===== src/rtl/adc_rd_pkg.sv =====
package adc_rd_pkg;

    typedef enum logic [2:0] {
        ST_IDLE,
        ST_SELECT,
        ST_CLK_LO,
        ST_CLK_HI,
        ST_DONE,
        ST_ABORT,
        ST_MONITOR
    } host_state_t;

    localparam int CFG_BITS = 13;

    // Leading marker pair, channel byte, then option group; first bit is MSB.
    function automatic logic [CFG_BITS-1:0] pack_cfg(
        input logic       en,
        input logic       sgl,
        input logic       odd,
        input logic [2:0] addr,
        input logic       en2,
        input logic       im,
        input logic [1:0] filt,
        input logic       spd
    );
        return {1'b1, 1'b0, en, sgl, odd, addr, en2, im, filt, spd};
    endfunction

endpackage


===== src/rtl/adc_rd_tick.sv =====
module adc_rd_tick #(
    parameter int DIV = 2
) (
    input  logic clk,
    input  logic rst_n,
    input  logic run,
    output logic tick
);
    localparam int CW = (DIV > 1) ? $clog2(DIV) : 1;

    logic [CW-1:0] cnt;

    assign tick = run && (cnt == CW'(DIV - 1));

    always_ff @(posedge clk or negedge rst_n) begin
        if (!rst_n) begin
            cnt <= '0;
        end else if (!run || tick) begin
            cnt <= '0;
        end else begin
            cnt <= cnt + 1'b1;
        end
    end
endmodule


===== src/rtl/adc_rd_wait.sv =====
module adc_rd_wait #(
    parameter int TMO_CYC = 4096
) (
    input  logic clk,
    input  logic rst_n,
    input  logic arm,
    output logic expired
);
    localparam int TW = (TMO_CYC > 1) ? $clog2(TMO_CYC) : 1;

    logic [TW-1:0] cnt;

    assign expired = arm && (cnt == TW'(TMO_CYC - 1));

    always_ff @(posedge clk or negedge rst_n) begin
        if (!rst_n) begin
            cnt <= '0;
        end else if (!arm) begin
            cnt <= '0;
        end else if (!expired) begin
            cnt <= cnt + 1'b1;
        end
    end
endmodule


===== src/rtl/adc_rd_shift.sv =====
module adc_rd_shift #(
    parameter int FRAME = 32
) (
    input  logic             clk,
    input  logic             rst_n,
    input  logic             load,
    input  logic [FRAME-1:0] load_word,
    input  logic             adv,
    input  logic             capture,
    input  logic             ser_in,
    output logic             ser_out,
    output logic [FRAME-1:0] rx_word
);
    logic [FRAME-1:0] tx_q;

    assign ser_out = tx_q[FRAME-1];

    always_ff @(posedge clk or negedge rst_n) begin
        if (!rst_n) begin
            tx_q <= '0;
        end else if (load) begin
            tx_q <= load_word;
        end else if (adv) begin
            tx_q <= {tx_q[FRAME-2:0], 1'b0};
        end
    end

    always_ff @(posedge clk or negedge rst_n) begin
        if (!rst_n) begin
            rx_word <= '0;
        end else if (capture) begin
            rx_word <= {rx_word[FRAME-2:0], ser_in};
        end
    end
endmodule


===== src/rtl/adc_rd_host.sv =====
module adc_rd_host
    import adc_rd_pkg::*;
#(
    parameter int DIV     = 2,
    parameter int TMO_CYC = 4096,
    parameter int FRAME   = 32
) (
    input  logic             clk,
    input  logic             rst_n,
    input  logic             start,
    input  logic             hold_cs,
    input  logic             cfg_en,
    input  logic             cfg_sgl,
    input  logic             cfg_odd,
    input  logic [2:0]       cfg_addr,
    input  logic             cfg_en2,
    input  logic             cfg_im,
    input  logic [1:0]       cfg_filt,
    input  logic             cfg_spd,
    input  logic             miso,
    output logic             cs_n,
    output logic             sclk,
    output logic             mosi,
    output logic             busy,
    output logic             rd_valid,
    output logic             rd_eoc,
    output logic             rd_zero,
    output logic             rd_sign,
    output logic [FRAME-4:0] rd_data,
    output logic             err_proto,
    output logic             err_tmo,
    output logic             conv_irq
);
    localparam int BW  = $clog2(FRAME);
    localparam int PAD = FRAME - CFG_BITS;

    host_state_t state, state_nx;

    logic             tick;
    logic             expired;
    logic             load;
    logic             rise_now;
    logic             fall_now;
    logic             last_bit;
    logic [BW-1:0]    bit_cnt;
    logic [FRAME-1:0] tx_word;
    logic [FRAME-1:0] rx_word;
    logic             miso_q;

    assign tx_word  = {pack_cfg(cfg_en, cfg_sgl, cfg_odd, cfg_addr,
                                cfg_en2, cfg_im, cfg_filt, cfg_spd), {PAD{1'b0}}};
    assign load     = start && (state == ST_IDLE || state == ST_MONITOR);
    assign rise_now = (state == ST_CLK_LO) && tick;
    assign fall_now = (state == ST_CLK_HI) && tick;
    assign last_bit = (bit_cnt == BW'(FRAME - 1));

    adc_rd_tick #(.DIV(DIV)) u_tick (
        .clk   (clk),
        .rst_n (rst_n),
        .run   (state == ST_CLK_LO || state == ST_CLK_HI),
        .tick  (tick)
    );

    adc_rd_wait #(.TMO_CYC(TMO_CYC)) u_wait (
        .clk     (clk),
        .rst_n   (rst_n),
        .arm     (state == ST_SELECT && miso),
        .expired (expired)
    );

    adc_rd_shift #(.FRAME(FRAME)) u_shift (
        .clk       (clk),
        .rst_n     (rst_n),
        .load      (load),
        .load_word (tx_word),
        .adv       (fall_now),
        .capture   (rise_now),
        .ser_in    (miso),
        .ser_out   (mosi),
        .rx_word   (rx_word)
    );

    // State register
    always_ff @(posedge clk or negedge rst_n) begin
        if (!rst_n) begin
            state <= ST_IDLE;
        end else begin
            state <= state_nx;
        end
    end

    // Next-state decode
    always_comb begin
        state_nx = state;
        unique case (state)
            ST_IDLE: begin
                if (start) state_nx = ST_SELECT;
            end
            ST_SELECT: begin
                if (!miso)        state_nx = ST_CLK_LO;
                else if (expired) state_nx = ST_ABORT;
            end
            ST_CLK_LO: begin
                if (tick) state_nx = ST_CLK_HI;
            end
            ST_CLK_HI: begin
                if (tick) state_nx = last_bit ? ST_DONE : ST_CLK_LO;
            end
            ST_DONE: begin
                state_nx = hold_cs ? ST_MONITOR : ST_IDLE;
            end
            ST_ABORT: begin
                state_nx = ST_IDLE;
            end
            ST_MONITOR: begin
                if (start)         state_nx = ST_SELECT;
                else if (!hold_cs) state_nx = ST_IDLE;
            end
            default: state_nx = ST_IDLE;
        endcase
    end

    // Pin outputs decoded from the state
    always_comb begin
        cs_n = (state == ST_IDLE) || (state == ST_ABORT);
        sclk = (state == ST_CLK_HI);
        busy = (state != ST_IDLE) && (state != ST_MONITOR);
    end

    // Bit counter: cleared at frame load, advanced at each falling edge
    always_ff @(posedge clk or negedge rst_n) begin
        if (!rst_n) begin
            bit_cnt <= '0;
        end else if (load) begin
            bit_cnt <= '0;
        end else if (fall_now) begin
            bit_cnt <= bit_cnt + 1'b1;
        end
    end

    // Result and event outputs
    always_ff @(posedge clk or negedge rst_n) begin
        if (!rst_n) begin
            rd_valid  <= 1'b0;
            rd_eoc    <= 1'b0;
            rd_zero   <= 1'b0;
            rd_sign   <= 1'b0;
            rd_data   <= '0;
            err_proto <= 1'b0;
            err_tmo   <= 1'b0;
            conv_irq  <= 1'b0;
            miso_q    <= 1'b1;
        end else begin
            rd_valid <= (state == ST_DONE);
            err_tmo  <= (state == ST_ABORT);
            conv_irq <= (state == ST_MONITOR) && miso_q && !miso;
            miso_q   <= miso;
            if (state == ST_DONE) begin
                rd_eoc    <= rx_word[FRAME-1];
                rd_zero   <= rx_word[FRAME-2];
                rd_sign   <= rx_word[FRAME-3];
                rd_data   <= rx_word[FRAME-4:0];
                err_proto <= rx_word[FRAME-2];
            end
        end
    end
endmodule


===== config.mk =====
export PLATFORM = sky130hd
export DESIGN_NAME = adc_rd_host
export DESIGN_NICKNAME = d
export VERILOG_FILES = /design/src/rtl/adc_rd_pkg.sv /design/src/rtl/adc_rd_tick.sv /design/src/rtl/adc_rd_wait.sv /design/src/rtl/adc_rd_shift.sv /design/src/rtl/adc_rd_host.sv
export SDC_FILE = /design/constraint.sdc
export NUM_CORES = 1
export LEC_CHECK = 0
export CORE_UTILIZATION = 30
export DETAILED_ROUTE_END_ITERATION = 8
export GPL_TIMING_DRIVEN = 0
export PLACE_DENSITY = 0.56
export SLEW_MARGIN = 5
export SYNTH_ARGS = -nofsm -noshare
export SYNTH_HDL_FRONTEND = slang
export SYNTH_SLANG_ARGS = --single-unit
export TNS_END_PERCENT = 100

===== constraint.sdc =====
create_clock -name clk -period 2.2 [get_ports clk]
set_input_delay 0.22 -clock clk [delete_from_list [all_inputs] [get_ports clk]]
set_output_delay 0.22 -clock clk [all_outputs]
set_load 0.01 [all_outputs]

# After elaboration in Yosys (flattened, before gate mapping)
# Cells that the tools add are included.
# classes
n_addsub	3
eq_ne	15
n_mux	17
reduce_logical	19
# op_table
cell	count
$mux W32	2
$mux W3	9
$mux W12	2
$pmux W3 S6	1
$add A12 B1 Y12 const B	1
$eq A12 B12 Y1 const B	1
$mux W5	2
$eq A3 B3 Y1 const B	3
$logic_and A1 B1 Y1	9
$ne A3 B3 Y1 const B	3
$eq A3 B2 Y1 const B	2
$ne A2 B2 Y1 const B	3
$add A5 B1 Y5 const B	1
$eq A5 B5 Y1 const B	1
$reduce_and A5 Y1	1
$logic_or A1 B1 Y1	4
$eq A3 B1 Y1 const B	1
$logic_not A3 Y1	1
$reduce_bool A3 Y1	1
$logic_not A1 Y1	2
$ne A2 B1 Y1 const B	1
$reduce_bool A2 Y1	1
$add A1 B1 Y1 const B	1
$mux W1	1
# word_totals
regBits	121
elab_cells	68

# Logic depth before layout (Yosys ltp)
# Gate-level depths: netlist (run 1).
# logic_depth
word_depth	6
depth_mapped	7
depth_no_buf	7

# Modules after synthesis
# From an unflattened synthesis (run 1), not the netlist that was laid out.
# hier_totals
hier_cells	412
hier_area_um2	5395.2
# modules_own_cells
mod	n_inst	cells_each	area_per_inst_um2	seq_area_each_um2
adc_rd_shift	1	207	2839.0	1601.5
adc_rd_host	1	138	1878.1	1102.3
adc_rd_wait	1	64	636.9	300.3
adc_rd_tick	1	3	41.3	25.0

# Worst setup path before layout (run 1)
# No wires, ideal clock.
# synth_path
kind	register -> register
startpoint	register u_wait.cnt[0]
endpoint	register u_wait.cnt[3]
setup_ps	66
t_arrival_ps	1512
t_required_ps	2134
path_slack_ps	622
stages_incl_launch_ff	7
synth_period_minus_slack_ps	1578
path_cell_list	dfrtp_1 ha_1 nand3_1 nor3_1 buf_2 or4_1 nand2_1
# synth_via
elab_chain_cells	3
elab_cells_between_ends	6
classes_between	add/sub (1); eq/ne (2); mux (2); reduce/logical (1)
# synth_lines
element	line	text
start: declaration	adc_rd_wait.sv:11	logic [TW-1:0] cnt;
start signal: assignment	adc_rd_wait.sv:21	cnt <= cnt + 1'b1;
$add A12 B1 Y12 or $eq A12 B12 Y1 (tied branches)	adc_rd_wait.sv:21, adc_rd_wait.sv:13	
$mux W12 or $logic_and A1 B1 Y1 (tied branches)	adc_rd_wait.sv:20, adc_rd_wait.sv:13	
$mux W12 or $ne A2 B2 Y1 (tied branches)	--	
# Parallel ways exist; a longest one is shown, timed or not. The select of a mux whose other input is x is not followed.
# A chain may end at the register's enable or synchronous reset.

# Worst setup path after layout (run 1)
# layout_path
startpoint	register state[1]
endpoint	output busy
# layout_via
elab_chain_cells	2
elab_cells_between_ends	3
classes_between	eq/ne (1); reduce/logical (2)
# layout_lines
element	line	text
start: declaration	adc_rd_host.sv:37	host_state_t state, state_nx;
start signal: assignment	adc_rd_host.sv:88	state <= state_nx;
$ne A3 B3 Y1 or $reduce_bool A3 Y1 (tied branches)	adc_rd_host.sv:127	busy = (state != ST_IDLE) && (state != ST_MONITOR);
$logic_and A1 B1 Y1 *	adc_rd_host.sv:127	
end: declaration	adc_rd_host.sv:24	output logic busy,
# Every way passes the cells marked *; elsewhere a longest branch is shown, timed or not.

==> results of run 1 <==
registers in the layout, summed over array words and instances, names as in the netlist, 3 cells and up:
name,count
u_wait.cnt,12
u_shift.tx_q,13
bit_cnt,5
u_shift.rx_word,32
rd_data,29
state,3
cells in the mapped netlist, types with 2 or more instances:
library cell                instances
sky130_fd_sc_hd__mux2_2            61
sky130_fd_sc_hd__o211ai_1           2
sky130_fd_sc_hd__nor2_2             2
sky130_fd_sc_hd__nand2_1           23
sky130_fd_sc_hd__and4_1             2
sky130_fd_sc_hd__nand3_1            5
sky130_fd_sc_hd__a22o_1            10
sky130_fd_sc_hd__mux2_1             3
sky130_fd_sc_hd__o2111ai_1          2
sky130_fd_sc_hd__nand4_1            4
sky130_fd_sc_hd__nor3_1             3
sky130_fd_sc_hd__nor3b_1            2
sky130_fd_sc_hd__a31oi_1            3
sky130_fd_sc_hd__xor2_1             5
sky130_fd_sc_hd__xnor2_1            2
sky130_fd_sc_hd__mux2i_1            3
sky130_fd_sc_hd__dfrtp_1          101
sky130_fd_sc_hd__clkbuf_1           2
sky130_fd_sc_hd__or3_1              2
sky130_fd_sc_hd__a21o_1            11
sky130_fd_sc_hd__and2_1             3
sky130_fd_sc_hd__inv_1              3
sky130_fd_sc_hd__buf_2              7
sky130_fd_sc_hd__o21ai_0            4
sky130_fd_sc_hd__a21oi_1            6
sky130_fd_sc_hd__nor2_1            16
sky130_fd_sc_hd__ha_1               3
sky130_fd_sc_hd__buf_4              8
sky130_fd_sc_hd__and3_1             4
timing repair:
action                                  CTS  global route
hold buffers                              1             0
buffers inserted                          0             0
endpoints found under the setup margin    3             0
hold endpoints to repair                 51             0
tightest hold or removal path, cell delays in order:
cell and delay [ps]:
sky130_fd_sc_hd__clkdlybuf4s50_1 410, sky130_fd_sc_hd__nand2_1 50, sky130_fd_sc_hd__o21ai_0 60
cell usage in the layout, fill, tap and decap left out, types with 4 or more instances in the layout:
cell,instances
sky130_fd_sc_hd__a21o_1,11
sky130_fd_sc_hd__xor2_1,5
sky130_fd_sc_hd__buf_2,7
sky130_fd_sc_hd__clkdlybuf4s50_1,54
sky130_fd_sc_hd__and3_1,4
sky130_fd_sc_hd__clkbuf_16,9
sky130_fd_sc_hd__nand2_1,23
sky130_fd_sc_hd__dfrtp_1,101
sky130_fd_sc_hd__nor2_1,16
sky130_fd_sc_hd__o21ai_0,4
sky130_fd_sc_hd__nand3_1,5
sky130_fd_sc_hd__nand4_1,4
sky130_fd_sc_hd__a22o_1,10
sky130_fd_sc_hd__buf_4,9
sky130_fd_sc_hd__mux2_2,61
sky130_fd_sc_hd__a21oi_1,6
power breakdown:
group | internal, mW | switching [mW] | total [mW]
Combinational | 0.501 | 0.521 | 1.02
Clock | 0.804 | 0.694 | 1.50
Sequential | 2.15 | 0.178 | 2.32
metal layers:
layer / vias up / GRT usage
li1: 1274 / -
met1: 1383 / 0.161
met2: 44 / 0.187
met3: 7 / 0.0362
met4: 0 / 0.0471
met5: - / 0
logic make-up after synthesis:
group | count (synthesis) | synth area share
compound gates | 43 | 0.0750
xor+xnor | 7 | 0.0144
buf+inv | 20 | 0.0268
mux | 67 | 0.177
simple gates | 77 | 0.0980
flops | 102 | 0.600
fa+ha+maj | 3 | 0.00883
stage by stage:
stage / instance area, sq um / utilization
after floorplan: 4250 / -
after global placement: 5030 / 0.362
after detailed placement: 5050 / 0.364
after CTS: 5340 / 0.384
after global routing: 5340 / 0.384
final: 5340 / 0.384
area by class of cell:
| class | instances | area, sq um |
|---|---|---|
| flip-flops and latches | 102 | 2550 |
| clock inverters | 4 | 30.0 |
| well taps | 180 | 225 |
| fillers | 1368 | 8540 |
| multi-input cells | 197 | 1590 |
| repair buffers | 57 | 586 |
| clock buffers | 12 | 246 |
| plain buffers | 16 | 98.8 |
| inverters | 3 | 11.3 |
worst paths after layout:
path / startpoint / to / slack, ps / cells after the start
setup / recovery: state[1] / busy / 140 / 3
hold reg to reg: u_shift.tx_q[23] / u_shift.tx_q[23] / 480 / 1
setup reg to reg: state[0] / rd_data[13] / 380 / 4
min in group asynchronous: rst_n / u_shift.rx_word[6] / 470 / 2
hold / removal: cfg_spd / u_shift.tx_q[19] / 440 / 3
max in group asynchronous: rst_n / miso_q / 1020 / 3
==> flow_summary.yaml, run 1 <==
setup_path:
  timing_worst_setup_path_type: "reg2out"
  critPathTopFamily: "simple AND/OR/NAND/NOR gates"
  critical_path.endpoint_type: "output pin"
  critical_path_required_ps: 1980
  crit_path_max_incr_delay_ps: 480
  critical_path.slowest_cell: "sky130_fd_sc_hd__clkdlybuf4s50_1"
  series_of_cell_instances_along_the_critical_path: "and2b_1 > or3_1 > clkdlybuf4s50_1"
  critical_path.n_buffers_inverters: 1
  cp.arrival_ps: 1840
  crit_path_max_fanout: 5
  start_kind: "flop"
timing:
  whs_ps: 437
  finalWorstSetupSlack_ps: 137
  unrepaired_setup_endpoints_after_global_routing: "false"
  fin_tns_setup_ps: 0
  slew_hr: 0.543
  final_slew_viol_count: 0
  worst_pin_slew_ps: 685
  share_of_the_clock_period_used_by_the_worst_path_after_layout: 0.938
  period_needed_ps: 2060
  max_clock_freq_ghz: 0.485
  report.final.setup_viol: 0
  final-hold-violation-count: 0
  finClkSkew_ps: 8.27
placed_design:
  globalplace.congestion: 0.719
  pre_cts_ws_ps: 309
  io_buffers: 55
  place.detailed.instances: 555
  post-dp-hpwl_um: 5360
floorplanning:
  die_h_um: 121
  die_area_sq_mm: 0.0147
  placeable_area_sq_mm: 0.0139
  chip_width_um: 121
  ioPinCount: 56
  initial_core_util: 0.306
  rows: 43
cts:
  cts-htree-levels: 3
  cts_resized: 0
  cts_buffers: 9
  cts_max_path_buffers: 2
  clk_pin_slew_worst_paths_ps: 70
  clock_insertion_delay_worst_skew_ps: 340
  cts.root.buffer_cell: "sky130_fd_sc_hd__clkbuf_16"
  clkSinkCount: 102
  clock_tree_from_tritoncts: "built"
run_status:
  result_of_the_run: "completed"
run:
  cap_viol_max_count: 0
synth:
  nets_in_the_synthesized_netlist: 338
  synth.yosys.seq_area_share: 0.600
  synth-edff-count: 0
  synth.yosys.warnings: 0
  netlist-cell-type-count: 46
  dominantRegCellSynth: "sky130_fd_sc_hd__dfrtp_1"
  synth_area_per_cell_sq_um: 13.3
  ys_ff_latch: 102
  synth.cell_area_sq_mm: 0.00425
  synth.top_cells.by_area: "sky130_fd_sc_hd__dfrtp_1 (59%), sky130_fd_sc_hd__mux2_2 (16%), sky130_fd_sc_hd__a22o_1 (2.1%), sky130_fd_sc_hd__nand2_1 (2.0%), sky130_fd_sc_hd__a21o_1 (1.9%)"
  synth_top_area_frac: 0.594
  synthesis.instances: 319
  synth_async_sr_flop_share: 1.00
  post-synth-top-area-cell: "sky130_fd_sc_hd__dfrtp_1"
detailed_routing:
  top_layer_used: "met4"
  routed-via-count: 2708
  routed-wl-met3_um: 354
  drt_antenna_net_count: 0
  route.detailed.vias_per_inst: 4.74
  drt_drc_violations_left: 0
  route.layer.met1.wl_um: 3900
  first_pass_iters: 6
  route.detailed.wl_per_inst_um: 14.2
  met2RoutedLength_um: 3780
  detail_route.iter0.violations: 82
  detail_route.wirelength_um: 8120
grt:
  grt_pass1_vias: 2727
  grt_antenna_before_repair: 0
  grt_first_pass_wirelength_um: 13800
  grt_overflow: 0
  gr-usage-all-layers: 0.122
  grt_max_degree: 53
pwr:
  peakVddDrop_uv: 439
  fin_total_pwr_mw: 4.84
  cellLeakagePower_nw: 2.53
  power_per_cell_area_mw_per_mm2: 908
hold_path:
  hold_path_class: "in2reg"
cells_and_area:
  finalNonFillerCells: 571
  post_route_cells_drive_above_1_share: 0.251
  final_nets: 405
  diodes: 0
  area.growth.synth_to_final_pct: 25.5
Power figures use the tool's default switching activity.
==> run 2: changes to the inputs <==
--- a/config.mk
+++ b/config.mk
@@ -5,10 +5,13 @@
 export SDC_FILE = /design/constraint.sdc
 export NUM_CORES = 1
 export LEC_CHECK = 0
+export CORE_MARGIN = 1
 export CORE_UTILIZATION = 30
 export DETAILED_ROUTE_END_ITERATION = 8
 export GPL_TIMING_DRIVEN = 0
 export PLACE_DENSITY = 0.56
+export RECOVER_POWER = 25
+export REMOVE_ABC_BUFFERS = 1
 export SLEW_MARGIN = 5
 export SYNTH_ARGS = -nofsm -noshare
 export SYNTH_HDL_FRONTEND = slang
==> run 2 against run 1 <==
Compared with the run above: clock skew increased by 1.7 ps; sequential power up 3%; critical endpoint unchanged; setup slack better by 23 ps; critical path type unchanged; first-iteration DRC count rose by 13%; flip-flop and latch count unchanged; power grew 3.9%; via count is 0.92% lower; utilization grew 0.41 points; combinational power fell by 7%.
==> flow_summary.yaml, run 2 (same netlist as run 1, synthesis figures left out) <==
cells_and_area:
  finalNonFillerCells: 562
  ff_latch_area_sq_mm: 0.00256
  regMostFlops: "u_shift.rx_word"
  biggestRegsByFlops: "u_shift.rx_word: 32 flops, rd_data: 29 flops, u_shift.tx_q: 13 flops"
  utilization: 0.388
  area.growth.synth_to_final_pct: 26.8
  final_common_cell: "sky130_fd_sc_hd__dfrtp_1"
  largest_register_ff_count: 32
  final_nets: 396
  number_of_fillers_in_the_final_layout: 1370
  most-common-layout-cells: "sky130_fd_sc_hd__dfrtp_1 (98), sky130_fd_sc_hd__mux2_2 (61), sky130_fd_sc_hd__clkdlybuf4s50_1 (53)"
  multi_input_comb_area_sq_mm: 0.00161
  diodes: 0
  post_route_cells_drive_above_1_share: 0.249
  finalInstanceArea_sq_mm: 0.00539
setup_path:
  regToRegSetupSlack_ps: 240
  critical_path.endpoint_type: "output pin"
  critical_path_required_ps: 1980
  cp.arrival_ps: 1820
  rr_endpoint: "u_wait.cnt[3]"
  critical_path.slowest_cell: "sky130_fd_sc_hd__clkdlybuf4s50_1"
  critical_path.reg2reg.startpoint: "state[2]"
  crit_path_max_fanout: 5
  series_of_cell_instances_along_the_critical_path: "and2b_1 > or3_1 > clkdlybuf4s50_1"
  crit_path_max_incr_delay_ps: 480
  timing_worst_setup_path_type: "reg2out"
  reg2reg_depth: 6
  start_kind: "flop"
timing:
  finalWorstSetupSlack_ps: 159
  period_needed_ps: 2040
  final-hold-violation-count: 0
  max_clock_freq_ghz: 0.490
  unrepaired_setup_endpoints_after_global_routing: "false"
  share_of_the_clock_period_used_by_the_worst_path_after_layout: 0.928
  slew_hr: 0.358
  fin_tns_setup_ps: 0
  final_slew_viol_count: 0
  whs_ps: 460
  finClkSkew_ps: 9.98
  worst_pin_slew_ps: 963
  report.final.setup_viol: 0
floorplanning:
  initial_core_util: 0.306
  die_area_sq_mm: 0.0147
  die_h_um: 121
  placeable_area_sq_mm: 0.0139
  chip_width_um: 121
  rows: 43
  ioPinCount: 56
pwr:
  cellLeakagePower_nw: 2.54
  fin_total_pwr_mw: 5.03
  power_per_cell_area_mw_per_mm2: 934
  peakVddDrop_uv: 485
hold_path:
  hold_start: "cfg_spd"
  hold-path-endpoint: "u_shift.tx_q[19]"
  hold_depth: 3
  hold_path_class: "in2reg"
cts:
  clkSinkCount: 102
  cts.root.buffer_cell: "sky130_fd_sc_hd__clkbuf_16"
  cts_max_path_buffers: 2
  clk_pin_slew_worst_paths_ps: 70
  cts_buffers: 9
  clock_tree_from_tritoncts: "built"
  clock_insertion_delay_worst_skew_ps: 350
  cts-htree-levels: 3
placed_design:
  globalplace.congestion: 0.687
  place.detailed.instances: 542
  pre_cts_ws_ps: -230
  io_buffers: 55
  post-dp-hpwl_um: 5160
  dpl_cell_area_sq_mm: 0.00503
detailed_routing:
  detail_route.iter0.violations: 93
  drt_drc_violations_left: 0
  drt_antenna_net_count: 0
  routed-via-count: 2683
  route.detailed.wl_per_inst_um: 14.1
  route.detailed.vias_per_inst: 4.77
  first_pass_iters: 4
  detail_route.wirelength_um: 7940
grt:
  grt_max_degree: 67
  grt_overflow: 0
  grt_pass1_vias: 2783
  grt_antenna_before_repair: 0
  grt_first_pass_wirelength_um: 14000
  gr-usage-all-layers: 0.123
run:
  cap_viol_max_count: 0
run_status:
  result_of_the_run: "completed"
run 2: changes by cell type in the layout (fill, tap and decap cells not counted), moves of 3 or more:
cell / change
sky130_fd_sc_hd__buf_4: -6
sky130_fd_sc_hd__dfrtp_2: +3
sky130_fd_sc_hd__dfrtp_1: -3
sky130_fd_sc_hd__buf_2: -7
run 2: how the worst max path moves through the flow:
stage | slack (ps) | from | depth (start not counted) | endpoint
3_3_place_gp | -3090 | rst_n | 1 | rd_data[16]
2_1_floorplan | -80 | state[1] | 4 | u_shift.tx_q[20]
6_report | 160 | state[1] | 3 | busy
4_1_cts | 130 | state[1] | 3 | busy
5_1_grt | 80 | state[0] | 3 | cs_n
3_5_place_dp | -230 | u_wait.cnt[0] | 5 | u_wait.cnt[5]
run 2: layer usage:
metal / GRT usage / vias up / routed length, um
met5: 0 / - / 0
met4: 0.0548 / 0 / 139
met3: 0.0371 / 9 / 319
met2: 0.190 / 42 / 3790
met1: 0.159 / 1366 / 3690
li1: - / 1266 / -
run 2: power by group:
group          switching, mW  total, mW  internal [mW]
sequential             0.235       2.38           2.15
combinational          0.466      0.947          0.480
clock                  0.698       1.71           1.01
total                   1.40       5.03           3.63
run 2: worst max-delay path, delay by kind of cell, from the launching register on:
family	cells	cell delay (ps)
simple gates	2	570
flops	1	420
buf+inv	1	480
run 2: final cells by class:
class / count / share of cell area
sequential: 102 / 0.474
clock buffer: 10 / 0.0425
clock inverter: 6 / 0.0172
tap: 180 / 0.0418
timing repair buffer: 64 / 0.124
multi-input combinational: 197 / 0.299
inverter: 3 / 0.00209
run 2: timing repair:
item                       4_1_cts  5_1_grt
buffers inserted                 3        0
hold endpoints to repair        36        0
resized for setup                4        1
hold buffers                     1        0
pin swaps                        0        0
setup endpoints to repair       12        2
==> run 3: changes to the inputs <==
--- a/config.mk
+++ b/config.mk
@@ -9,9 +9,9 @@
 export CORE_UTILIZATION = 30
 export DETAILED_ROUTE_END_ITERATION = 8
 export GPL_TIMING_DRIVEN = 0
+export HOLD_SLACK_MARGIN = 0.15
 export PLACE_DENSITY = 0.56
 export RECOVER_POWER = 25
-export REMOVE_ABC_BUFFERS = 1
 export SLEW_MARGIN = 5
 export SYNTH_ARGS = -nofsm -noshare
 export SYNTH_HDL_FRONTEND = slang
==> run 3 against run 2 <==
Compared with the run above: setup slack worse by 25 ps; non-clock buffer count increased by 9; utilization is 0.55 points lower; die area is the same; clock-buffer cell count is 2 higher; clock power down 12%; sequential power down 3%; register-to-register slack better by 150 ps; fmax decreased by 1.2%; critical path type unchanged.
==> flow_summary.yaml, run 3 (same netlist as run 1, synthesis figures left out) <==
floorplanning:
  die_h_um: 121
  initial_core_util: 0.306
  rows: 43
  placeable_area_sq_mm: 0.0139
  die_area_sq_mm: 0.0147
  chip_width_um: 121
  ioPinCount: 56
cts:
  clk_pin_slew_worst_paths_ps: 70
  cts_max_path_buffers: 2
  cts.root.buffer_cell: "sky130_fd_sc_hd__clkbuf_16"
  clkSinkCount: 102
  cts_setup_buffers: 0
  cts_buffers: 9
  cts-htree-levels: 3
  clock_tree_from_tritoncts: "built"
  clock_insertion_delay_worst_skew_ps: 340
  cts_resized: 0
timing:
  fin_tns_setup_ps: 0
  worst_pin_slew_ps: 1290
  final-hold-violation-count: 0
  share_of_the_clock_period_used_by_the_worst_path_after_layout: 0.939
  period_needed_ps: 2070
  final_slew_viol_count: 0
  finClkSkew_ps: 6.54
  max_clock_freq_ghz: 0.484
  slew_hr: 0.143
  report.final.setup_viol: 0
  unrepaired_setup_endpoints_after_global_routing: "false"
detailed_routing:
  routed-wl-met3_um: 351
  drt_antenna_net_count: 0
  top_layer_used: "met4"
  detail_route.iter0.violations: 87
  route.detailed.wl_per_inst_um: 14.2
  first_pass_iters: 4
  routed-via-count: 2692
  route.detailed.vias_per_inst: 4.71
  detail_route.wirelength_um: 8100
  met2RoutedLength_um: 3750
  route.layer.met1.wl_um: 3900
  drt_drc_violations_left: 0
setup_path:
  critical_path_required_ps: 1980
  critical_path.reg2reg.startpoint: "state[2]"
  reg2reg_depth: 5
  start_kind: "flop"
  critical_path.endpoint_type: "output pin"
  series_of_cell_instances_along_the_critical_path: "and2b_1 > or3_1 > clkdlybuf4s50_1"
  rr_endpoint: "u_shift.rx_word[21]"
  crit_path_max_incr_delay_ps: 480
  regToRegSetupSlack_ps: 390
  critical_path.slowest_cell: "sky130_fd_sc_hd__clkdlybuf4s50_1"
  crit_path_max_fanout: 5
  cp.arrival_ps: 1850
  timing_worst_setup_path_type: "reg2out"
hold_path:
  hold_depth: 3
  hold-path-endpoint: "u_shift.tx_q[19]"
  hold_path_class: "in2reg"
  hold_start: "cfg_spd"
cells_and_area:
  diodes: 0
  final_common_cell: "sky130_fd_sc_hd__dfrtp_1"
  finalNonFillerCells: 571
  area.growth.synth_to_final_pct: 25.0
  finalInstanceArea_sq_mm: 0.00532
  regMostFlops: "u_shift.rx_word"
  most-common-layout-cells: "sky130_fd_sc_hd__dfrtp_1 (101), sky130_fd_sc_hd__mux2_2 (61), sky130_fd_sc_hd__clkdlybuf4s50_1 (53)"
  final_nets: 405
  largest_register_ff_count: 32
  biggestRegsByFlops: "u_shift.rx_word: 32 flops, rd_data: 29 flops, u_shift.tx_q: 13 flops"
  post_route_cells_drive_above_1_share: 0.248
placed_design:
  io_buffers: 55
  post-dp-hpwl_um: 5360
  globalplace.congestion: 0.719
  place.detailed.instances: 555
  dpl_cell_area_sq_mm: 0.00505
grt:
  grt_pass1_vias: 2727
  grt_antenna_before_repair: 0
  gr-usage-all-layers: 0.122
  grt_max_degree: 53
  grt_first_pass_wirelength_um: 13800
  grt_overflow: 0
run:
  cap_viol_max_count: 0
pwr:
  clockPowerShare: 0.309
  power_per_cell_area_mw_per_mm2: 910
  power.switching_fraction: 0.288
  cellLeakagePower_nw: 2.52
  share_comb_of_total_power: 0.210
  total_switching_power_mw: 1.39
  peakVddDrop_uv: 439
  internal_power_mw: 3.45
  share_seq_of_total_power: 0.480
run_status:
  result_of_the_run: "completed"
-- run 3: changes by cell type in the layout (fill, tap and decap cells not counted), sizes merged --
cell / previous run / this run
inv: 5 / 4
bufinv: 2 / 0
buf: 8 / 15
clkinv: 1 / 2
clkbuf: 11 / 15
-- run 3: metrics by stage --
step / power (mW) / utilization / setup WS (ps) / hold slack (ps)
5_1_grt: 5.14 / 0.383 / 26.8 / 464
6_report: 4.84 / 0.383 / 134 / 439
4_1_cts: 4.93 / 0.384 / 116 / 432
3_5_place_dp: 3.40 / 0.364 / 309 / 318
2_1_floorplan: 3.06 / - / 622 / -75.6
3_3_place_gp: 3.36 / 0.362 / -3140 / 458
-- run 3: worst max-delay path: cells and delay by family (launching register included) --
kind | cells | cell delay [ps]
buffers and inverters | 1 | 480
DFF | 1 | 430
and+or+nand+nor | 2 | 590
-- run 3: power by group through the flow --
stage                     Clock (mW)  Sequential [mW]  Combinational (mW)
after floorplan                    0             2.30               0.758
final                           1.50             2.32                1.02
after global placement             0             2.35                1.01
after detailed placement           0             2.36                1.05
after global routing            1.64             2.36                1.14
after CTS                       1.56             2.33                1.04
-- run 3: cell type report --
type                       count  area [sq um]
tap                          180           225
multi-input combinational    197          1590
inverter                       3          11.3
sequential                   102          2550
buffer                        16          97.6
fill                        1372          8560
clock inverter                 4          30.0
timing repair buffer          57           567
clock buffer                  12           246
-- run 3: worst max path at each step --
stage / start / end / slack (ps) / depth (start not counted)
2_1_floorplan: u_wait.cnt[0] / u_wait.cnt[3] / 620 / 6
3_3_place_gp: rst_n / rd_data[18] / -3140 / 1
3_5_place_dp: state[0] / cs_n / 310 / 5
4_1_cts: state[1] / busy / 120 / 3
5_1_grt: state[1] / busy / 30 / 3
6_report: state[1] / busy / 130 / 3
-- run 3: routing by layer --
layer	track usage	vias up
li1	-	1271
met1	0.161	1372
met2	0.187	39
met3	0.0362	10
met4	0.0471	0
met5	0	-
-- run 3: repair_timing --
action                     CTS  global route
hold endpoints to repair    51             0
setup endpoints to repair    3             0
hold buffers                 1             0
